<file path="config.mk">
export PLATFORM = sky130hd
export DESIGN_NAME = dma_glob_regs
export DESIGN_NICKNAME = d
export VERILOG_FILES = /design/src/rtl/dma_glob_pkg.sv /design/src/rtl/dma_glob_decode.sv /design/src/rtl/dma_glob_datapath.sv /design/src/rtl/dma_glob_regs.sv
export SDC_FILE = /design/constraint.sdc
export NUM_CORES = 1
export LEC_CHECK = 0
export BUFFER_PORTS_ARGS = -buffer_cell sky130_fd_sc_hd__buf_2
export CORE_MARGIN = 4
export CORE_UTILIZATION = 25
export DETAILED_ROUTE_END_ITERATION = 12
export GPL_TIMING_DRIVEN = 0
export PLACE_DENSITY = 0.52
export SLEW_MARGIN = 20
export SYNTH_ARGS = -nofsm -noshare
export SYNTH_HDL_FRONTEND = slang
export SYNTH_HIERARCHICAL = 1
export SYNTH_SLANG_ARGS = --single-unit
</file>
<file path="constraint.sdc">
create_clock -name clk -period 3.37 [get_ports clk]
set_input_delay 0.337 -clock clk [delete_from_list [all_inputs] [get_ports clk]]
set_output_delay 0.337 -clock clk [all_outputs]
set_load 0.05 [all_outputs]
</file>
<file path="src/rtl/dma_glob_pkg.sv">
package dma_glob_pkg;

  // number of plain storage words in the global region
  localparam int AUX_N = 5;

  // word indices inside the global region
  localparam logic [3:0] W_CTRL    = 4'd0;
  localparam logic [3:0] W_PEND    = 4'd1;
  localparam logic [3:0] W_BELL    = 4'd2;
  localparam logic [3:0] W_BELLSET = 4'd3;
  localparam logic [3:0] W_PROG    = 4'd7;
  localparam logic [3:0] W_SOFTP   = 4'd8;
  localparam logic [3:0] W_SOFTM   = 4'd9;
  localparam logic [3:0] W_DESCP   = 4'd10;
  localparam logic [3:0] W_DESCM   = 4'd11;

  typedef enum logic [2:0] {
    RD_NONE,
    RD_CTRL,
    RD_PEND,
    RD_BELL,
    RD_AUX,
    RD_CHAN
  } rdSel_e;

  typedef struct packed {
    logic             wrCtrl;
    logic             wrPend;
    logic             wrBellSet;
    logic [AUX_N-1:0] wrAux;
    rdSel_e           rdSel;
    logic [2:0]       auxIdx;
  } regStrobes_t;

endpackage

</file>
<file path="src/rtl/dma_glob_decode.sv">
module dma_glob_decode
  import dma_glob_pkg::*;
#(
  parameter int ADDR_W       = 13,
  parameter int NUM_CH       = 32,
  parameter int CH_WIN_BYTES = 32,
  parameter int GLOB_BASE    = 'h1000
) (
  input  logic                         clk,
  input  logic                         rstN,
  input  logic                         busSel,
  input  logic                         busWrite,
  input  logic [ADDR_W-1:0]            busAddr,
  output regStrobes_t                  st,
  output logic [NUM_CH-1:0]            chSel,
  output logic [$clog2(CH_WIN_BYTES)-3:0] chWordSel
);

  localparam int WIN_SH   = $clog2(CH_WIN_BYTES);
  localparam int CH_IDX_W = $clog2(NUM_CH);
  localparam int WORD_W   = WIN_SH - 2;
  localparam logic [ADDR_W-1:0] CH_SPAN  = ADDR_W'(NUM_CH * CH_WIN_BYTES);
  localparam logic [ADDR_W-1:0] G_START  = ADDR_W'(GLOB_BASE);
  localparam logic [ADDR_W-1:0] G_END    = ADDR_W'(GLOB_BASE + 64);

  logic [ADDR_W-1:0] globOff;
  logic [3:0]        globWord;

  assign globOff  = busAddr - G_START;
  assign globWord = 4'(globOff >> 2);

  always_comb begin
    st        = '0;
    st.rdSel  = RD_NONE;
    chSel     = '0;
    chWordSel = busAddr[2 +: WORD_W];
    if (busSel) begin
      if (busAddr < CH_SPAN) begin
        chSel[busAddr[WIN_SH +: CH_IDX_W]] = 1'b1;
        st.rdSel = RD_CHAN;
      end else if (busAddr >= G_START && busAddr < G_END) begin
        unique case (globWord)
          W_CTRL:    begin st.rdSel = RD_CTRL; st.wrCtrl = busWrite; end
          W_PEND:    begin st.rdSel = RD_PEND; st.wrPend = busWrite; end
          W_BELL:    st.rdSel = RD_BELL;
          W_BELLSET: st.wrBellSet = busWrite;
          W_PROG:    begin st.rdSel = RD_AUX; st.auxIdx = 3'd0; st.wrAux[0] = busWrite; end
          W_SOFTP:   begin st.rdSel = RD_AUX; st.auxIdx = 3'd1; st.wrAux[1] = busWrite; end
          W_SOFTM:   begin st.rdSel = RD_AUX; st.auxIdx = 3'd2; st.wrAux[2] = busWrite; end
          W_DESCP:   begin st.rdSel = RD_AUX; st.auxIdx = 3'd3; st.wrAux[3] = busWrite; end
          W_DESCM:   begin st.rdSel = RD_AUX; st.auxIdx = 3'd4; st.wrAux[4] = busWrite; end
          default:   st.rdSel = RD_NONE;
        endcase
      end
    end
  end

  // at most one channel window selected
  assert_chsel_onehot_R8: assert property (@(posedge clk) disable iff (!rstN)
    $onehot0(chSel));

  // idle bus selects no channel
  assert_chsel_idle_R8: assert property (@(posedge clk) disable iff (!rstN)
    !busSel |-> (chSel == '0));

  // at most one global write strobe per access
  assert_single_write_R10: assert property (@(posedge clk) disable iff (!rstN)
    $countones({st.wrCtrl, st.wrPend, st.wrBellSet, st.wrAux}) <= 1);

endmodule

</file>
<file path="src/rtl/dma_glob_datapath.sv">
module dma_glob_datapath
  import dma_glob_pkg::*;
#(
  parameter int NUM_CH = 32,
  parameter int DATA_W = 32
) (
  input  logic              clk,
  input  logic              rstN,
  input  regStrobes_t       st,
  input  logic [DATA_W-1:0] busWdata,
  input  logic [DATA_W-1:0] chRdata,
  input  logic [NUM_CH-1:0] fetchAck,
  input  logic [NUM_CH-1:0] chDone,
  input  logic [NUM_CH-1:0] chHalt,
  input  logic [NUM_CH-1:0] chAddrErr,
  output logic [DATA_W-1:0] busRdata,
  output logic [NUM_CH-1:0] fetchReq,
  output logic              globalEn,
  output logic              fastMode,
  output logic [DATA_W-1:0] progMask,
  output logic              irq
);

  localparam int B_EN   = 0;
  localparam int B_AERR = 2;
  localparam int B_HALT = 3;
  localparam int B_FAST = DATA_W - 1;

  logic              enQ, fastQ, haltQ, addrErrQ;
  logic [NUM_CH-1:0] pendQ, bellQ;
  logic [DATA_W-1:0] auxQ [AUX_N];

  logic [NUM_CH-1:0] bellSetMask;
  logic [NUM_CH-1:0] pendKeep;

  assign bellSetMask = (st.wrBellSet && enQ) ? busWdata[NUM_CH-1:0] : '0;
  assign pendKeep    = st.wrPend ? (pendQ & busWdata[NUM_CH-1:0]) : pendQ;

  always_ff @(posedge clk) begin
    if (!rstN) begin
      enQ      <= 1'b0;
      fastQ    <= 1'b0;
      haltQ    <= 1'b0;
      addrErrQ <= 1'b0;
      pendQ    <= '0;
      bellQ    <= '0;
      for (int i = 0; i < AUX_N; i++) auxQ[i] <= '0;
    end else begin
      if (st.wrCtrl) begin
        enQ   <= busWdata[B_EN];
        fastQ <= busWdata[B_FAST];
      end
      haltQ    <= (haltQ & ~(st.wrCtrl & ~busWdata[B_HALT])) | (|chHalt);
      addrErrQ <= (addrErrQ & ~(st.wrCtrl & ~busWdata[B_AERR])) | (|chAddrErr);
      pendQ    <= pendKeep | chDone;
      bellQ    <= (bellQ & ~fetchAck) | bellSetMask;
      for (int i = 0; i < AUX_N; i++)
        if (st.wrAux[i]) auxQ[i] <= busWdata;
    end
  end

  always_comb begin
    busRdata = '0;
    unique case (st.rdSel)
      RD_CTRL: begin
        busRdata[B_EN]   = enQ;
        busRdata[B_AERR] = addrErrQ;
        busRdata[B_HALT] = haltQ;
        busRdata[B_FAST] = fastQ;
      end
      RD_PEND: busRdata = DATA_W'(pendQ);
      RD_BELL: busRdata = DATA_W'(bellQ);
      RD_AUX:  if (st.auxIdx < 3'(AUX_N)) busRdata = auxQ[st.auxIdx];
      RD_CHAN: busRdata = chRdata;
      default: busRdata = '0;
    endcase
  end

  assign fetchReq = bellQ;
  assign globalEn = enQ;
  assign fastMode = fastQ;
  assign progMask = auxQ[0];
  assign irq      = enQ & (|pendQ);

  // doorbell gains no bit while disabled
  assert_bell_gate_R4: assert property (@(posedge clk) disable iff (!rstN)
    !enQ |=> ((bellQ & ~$past(bellQ)) == '0));

  // acknowledged doorbell bits drop when no set write is present
  assert_bell_ack_R5: assert property (@(posedge clk) disable iff (!rstN)
    !st.wrBellSet |=> ((bellQ & $past(fetchAck)) == '0));

  // pending bits survive any cycle without a pending write
  assert_pend_hold_R6: assert property (@(posedge clk) disable iff (!rstN)
    !st.wrPend |=> ((bellQ | pendQ | ~pendQ) != '0) && ((pendQ & $past(pendQ)) == $past(pendQ)));

  // halt summary is sticky without a control write
  assert_halt_sticky_R3: assert property (@(posedge clk) disable iff (!rstN)
    (haltQ && !st.wrCtrl) |=> haltQ);

  // interrupt silent while disabled
  assert_irq_gate_R7: assert property (@(posedge clk) disable iff (!rstN)
    !globalEn |-> !irq);

endmodule

</file>
<file path="src/rtl/dma_glob_regs.sv">
module dma_glob_regs
  import dma_glob_pkg::*;
#(
  parameter int ADDR_W       = 13,
  parameter int DATA_W       = 32,
  parameter int NUM_CH       = 32,
  parameter int CH_WIN_BYTES = 32,
  parameter int GLOB_BASE    = 'h1000
) (
  input  logic                            clk,
  input  logic                            rstN,
  input  logic                            busSel,
  input  logic                            busWrite,
  input  logic [ADDR_W-1:0]               busAddr,
  input  logic [DATA_W-1:0]               busWdata,
  output logic [DATA_W-1:0]               busRdata,
  output logic [NUM_CH-1:0]               chSel,
  output logic [$clog2(CH_WIN_BYTES)-3:0] chWordSel,
  input  logic [DATA_W-1:0]               chRdata,
  output logic [NUM_CH-1:0]               fetchReq,
  input  logic [NUM_CH-1:0]               fetchAck,
  input  logic [NUM_CH-1:0]               chDone,
  input  logic [NUM_CH-1:0]               chHalt,
  input  logic [NUM_CH-1:0]               chAddrErr,
  output logic                            globalEn,
  output logic                            fastMode,
  output logic [DATA_W-1:0]               progMask,
  output logic                            irq
);

  regStrobes_t st;

  dma_glob_decode #(
    .ADDR_W(ADDR_W), .NUM_CH(NUM_CH),
    .CH_WIN_BYTES(CH_WIN_BYTES), .GLOB_BASE(GLOB_BASE)
  ) u_decode (
    .clk(clk), .rstN(rstN), .busSel(busSel), .busWrite(busWrite),
    .busAddr(busAddr), .st(st), .chSel(chSel), .chWordSel(chWordSel)
  );

  dma_glob_datapath #(
    .NUM_CH(NUM_CH), .DATA_W(DATA_W)
  ) u_datapath (
    .clk(clk), .rstN(rstN), .st(st), .busWdata(busWdata),
    .chRdata(chRdata), .fetchAck(fetchAck), .chDone(chDone),
    .chHalt(chHalt), .chAddrErr(chAddrErr), .busRdata(busRdata),
    .fetchReq(fetchReq), .globalEn(globalEn), .fastMode(fastMode),
    .progMask(progMask), .irq(irq)
  );

endmodule

</file>
-- Word-level counts from Yosys, hierarchy flattened
Memories as Yosys holds them, arrays and structs flattened.
Cells that the tools add are included.
- register bits: 68
- RAM bits: 160
- memories kept: 1
- input bits: 209
- bits in latches: 0
- logic and storage cells: 104
- memory bits (read-only): 0
- output and inout bits: 134
- memories (name ; words ; width ; rd ports ; clocked after memory_dff ; wr ports ; line ; RTL):
    u_datapath.auxQ ; 5 ; 32 ; 2 ; 0 ; 5 ; dma_glob_datapath.sv:31 ; logic [DATA_W-1:0] auxQ [AUX_N];
- bitwise logic cells: 21
- order comparisons: 6
- multiplexer cells: 48
- reduce and logical (&&, ||, !) cells: 8
- add/sub/neg operators: 1
- multipliers: 0
- shifts and indexed selects: 0
- divide/modulo/power cells: 0
- equality and inequality tests: 13
- operators by type and width (kind ; number):
    $mux 32 ; 10
    $pmux 27 s4 ; 1
    $reduce_or 32->1 ; 3
    $and 32x32->32 ; 2
    $or 32x32->32 ; 2
    $not 32->32 ; 1
    $mux 14 ; 2
    $mux 1 ; 25
    $pmux 3 s4 ; 2
    $eq 4x4->1 const B ; 4
    $ge 13x13->1 const B ; 1
    $lt 13x11->1 const B ; 1
    $lt 13x13->1 const B ; 1
    $pmux 1 s5 ; 2
    $pmux 2 s5 ; 1
    $eq 4x2->1 const B ; 2
    $mux 8 ; 1
    $or 1x1->1 ; 7
    $eq 3x2->1 const B ; 2
    $eq 3x3->1 const B ; 2
    $lt 5x6->1 const B ; 1
    $mux 3 ; 2
    $sub 6x1->6 const B ; 1
    $and 1x1->1 ; 5
    other kinds (11) ; 16

-- Longest topological paths before layout
- depth in word-level cells: 11
- depth in mapped cells: 11

-- By module
The synthesis kept the hierarchy.
- modules (own cells, without submodules) (module ; instances ; cells each ; area an instance (um^2) ; seq. area each (um^2)):
    dma_glob_datapath ; 1 ; 779 ; 10152.2 ; 6165.9
    dma_glob_decode ; 1 ; 90 ; 506.7 ; 0.0

-- Worst setup path before layout
Ideal clock, no wire load.
- path type: in2out
- start: in busAddr[8]
- end: out busRdata[10]
- data required time: 3.033 ns
- slack: 0.196 ns
- data arrival time: 2.837 ns
- stages on the path: 9
- cells stage by stage: clkbuf_1 > nor3_1 > nand3_1 > nor4_1 > nor3b_1 > buf_2 > buf_2 > a32oi_1 > nand3_1
- RTL lines (element ; line ; RTL):
    start: declaration ; dma_glob_regs.sv:14 ; input logic [ADDR_W-1:0] busAddr,
    end: declaration ; dma_glob_regs.sv:16 ; output logic [DATA_W-1:0] busRdata,

==> flow_summary.toml <==
[status]
status = "finished, final reports clean"

[sta]
tns_ns = 0
slew_viol_final = 0
finalSetupViolations = 0
hold_slack_ns = 0.0277
maxSlewHeadroom_pct = 26.1
fin_crit_ns = 3.26
fmax_ghz = 0.307
worstMarginPinSlew_ns = 1.11
finalCritPeriodShare_pct = 96.7
skew_ns = 0.00652
hold_viol_final = 0
finalWorstSetupSlack_ns = 0.111

[yosys]
avgSynthCellArea_um2 = 12.3
synth.distinct_cells = 50
netlist_area_mm2 = 0.0107
synth-edff-count = 160
synth_seq_area_share_pct = 57.8
yosysWarnings = 6
netlist_instances = 869
ys_ff_latch = 228
yosys.area.top_type = "edfxtp_1"
synth.area.top_cells = "edfxtp_1 45%, dfxtp_1 13%, mux4_2 5.7%, nor2b_1 5.7%, and3b_1 4.6%"
synthArstFlopShare_pct = 0
synth_top_area_share_pct = 45.1
syn-num-nets = 1078
yosys_most_used_dff = "edfxtp_1"

[worst_hold_path]
hold_path.class = "primary input to register"

[cts]
root_buffer = "clkbuf_16"
clk_pin_slew_worst_paths_ns = 0.06
cts-buffers-inserted = 28
cts_sinks = 228
htree_levels = 1
cts_buffer_depth = 3
cts_tree = "yes"
clock_latency_ns = 0.54

[power_and_ir_drop]
p_comb_share_pct = 8.1
pwr-share-clk_pct = 47.0
switching_power_w = 0.00164
pwr_density_cell_mw_per_mm2 = 492
p_int_w = 0.00545
swShare_pct = 23.1
p_total_w = 0.00709
seq_power_share_pct = 44.9
p_leak_nw = 5.78
peakVddDrop_mv = 0.345

[final_layout]
post-route-util_pct = 34.3
drive_gt1_share_pct = 37.9
syn2layout_area_growth_pct = 35.3
n_fill_cell = 4320
finalNetCount = 1454

[critical_path]
worst-path-max-fanout = 10
crit_type = "primary input to primary output"
end_kind = "primary output"
cp.arrival_ns = 2.92
start_kind = "primary input"
cp.required_ns = 3.03

[placed_design]
io_buffers = 336
place_ws_ns = -0.777
dp_hpwl_um = 31400
finalWeightedCongestion = 0.794

[floorplanning]
die_h_um = 214
ioPinCount = 343
fp.dieArea_mm2 = 0.0460
core_mm2 = 0.0420
rows = 75
start_util_pct = 25.4
die_x_um = 214

[global_routing]
grt_max_degree = 33
grt_usage_pct = 17.9
grt.overflow.total = 0
grt_pass1_vias = 9294
grt_pass1_wl_um = 61500
antenna_found_initial = 6

[route]
wl_per_cell_um = 23.6
drtIter0Drc = 515
drc = 0
drtAntennaViolNets = 0
wl_um = 42600
viasPerCell = 4.86
drtPass1Iterations = 5
vias = 8780

[job]
maxCapViolCount = 0
[metal layers]
| layer | GRT usage [%] | vias up | wire length, µm |
|---|---|---|---|
| met4 | 4.21 | 0 | 1020 |
| met2 | 30.5 | 344 | 20600 |
| met3 | 3.77 | 53 | 2830 |
| met1 | 23.4 | 4344 | 18200 |
| met5 | 0 | - | 0 |
| li1 | - | 4039 | - |
[worst paths after layout]
path                             from  cells past startpoint                 endpoint  slack (ns)
hold / removal             chDone[31]                      3     u_datapath/pendQ[31]        0.03
setup reg to reg  u_datapath/globalEn                      5  u_datapath/fetchReq[26]        1.28
setup / recovery          busAddr[11]                     10             busRdata[12]        0.11
hold reg to reg   u_datapath/pendQ[7]                      2      u_datapath/pendQ[7]        0.53
[repair_timing]
item,4_1_cts,5_1_grt
setup endpoints to repair,32,32
gates resized for setup,42,34
setup buffers,0,3
pin swaps,0,1
hold endpoints to repair,2,0
hold buffers,2,0
[logic make-up after synthesis]
group	Yosys count	share of synthesized area, %
AO/OA/AOI/OAI	141	8.32
buffers and inverters	68	3.22
XOR/XNOR	1	0.0822
flip-flops	228	57.8
multiplexers	41	7.78
AND/OR/NAND/NOR	390	22.7
[layout make-up]
type                    count  area (µm²)  share of cell area [%]
clock buffers              33         751                    5.21
multi-input cells         573        4250                    29.5
repair buffers            346        1880                    13.0
diodes                      1        2.50                  0.0174
plain buffers              65         409                    2.84
clock inverters            19         273                    1.89
flip-flops and latches    228        6170                    42.8
well taps                 539         674                    4.68
inverters                   3        11.3                  0.0781
[synthesized netlist by cell type, types with 2 or more instances]
master	instances
edfxtp_1	160
nor2b_1	97
dfxtp_1	68
a21oi_1	61
and3b_1	56
nand2b_1	38
and2_1	35
clkbuf_1	35
nand2_1	35
nor2_1	35
nand3_1	31
a32oi_1	28
mux4_2	27
nor4_1	27
o21ai_0	27
buf_2	18
mux2i_1	9
nor3_1	7
buf_4	5
mux4_1	5
nand3b_1	5
nand4_1	5
o21a_1	5
a21boi_0	4
a221o_1	4
buf_6	4
nor3b_1	4
o22ai_1	4
and3_1	3
inv_1	3
buf_1	2
nor4b_2	2
o41a_1	2
or3b_2	2
[stage by stage]
stage / cells / area (µm²)
floorplan: 869 / 10700
global placement: 1744 / 13000
detailed placement: 1749 / 13100
CTS: 1803 / 14300
global route: 1807 / 14400
finish: 1807 / 14400
[layout by cell type, fill, tap and decap left out, drive strengths merged, types with 3 or more instances in the layout]
| cell type | instances |
|---|---|
| buf | 368 |
| edfxtp | 160 |
| nor2b | 97 |
| clkbuf | 74 |
| dfxtp | 68 |
| a21oi | 61 |
| and3b | 56 |
| nand2b | 38 |
| and2 | 35 |
| nand2 | 35 |
| nor2 | 35 |
| mux4 | 32 |
| nand3 | 31 |
| a32oi | 28 |
| o21ai | 28 |
| nor4 | 27 |
| mux2i | 9 |
| clkinv | 9 |
| bufinv | 7 |
| nor3 | 7 |
| o21a | 5 |
| nand4 | 5 |
| nand3b | 5 |
| o22ai | 4 |
| a221o | 4 |
| a21boi | 4 |
| inv | 4 |
| nor3b | 4 |
| nor4b | 3 |
| and3 | 3 |
| or3b | 3 |
[flip-flops by register name, indices dropped and copies added (netlist names)]
register	cells
u_datapath/haltQ	1
u_datapath/fastMode	1
u_datapath/addrErrQ	1
u_datapath/pendQ	32
u_datapath/fetchReq	32
u_datapath/globalEn	1
u_datapath/auxQ	160
[critical path, cell delays in order]
cell and delay [ns]:
buf_2 0.15, nor4b_4 0.38, nand3_2 0.21, nor3_2 0.40
nor3b_2 0.33, buf_4 0.28, buf_2 0.29, a32oi_1 0.16
nand3_1 0.11, buf_2 0.27
[power groups by stage]
stage,clock [W],combinational (W),sequential [W]
2_1_floorplan,0,0.000207,0.00329
3_3_place_gp,0,0.000546,0.00324
3_5_place_dp,0,0.000568,0.00324
4_1_cts,0.00341,0.000579,0.00318
5_1_grt,0.00351,0.000617,0.00320
6_report,0.00333,0.000577,0.00318
Power figures use the tool's default switching activity.
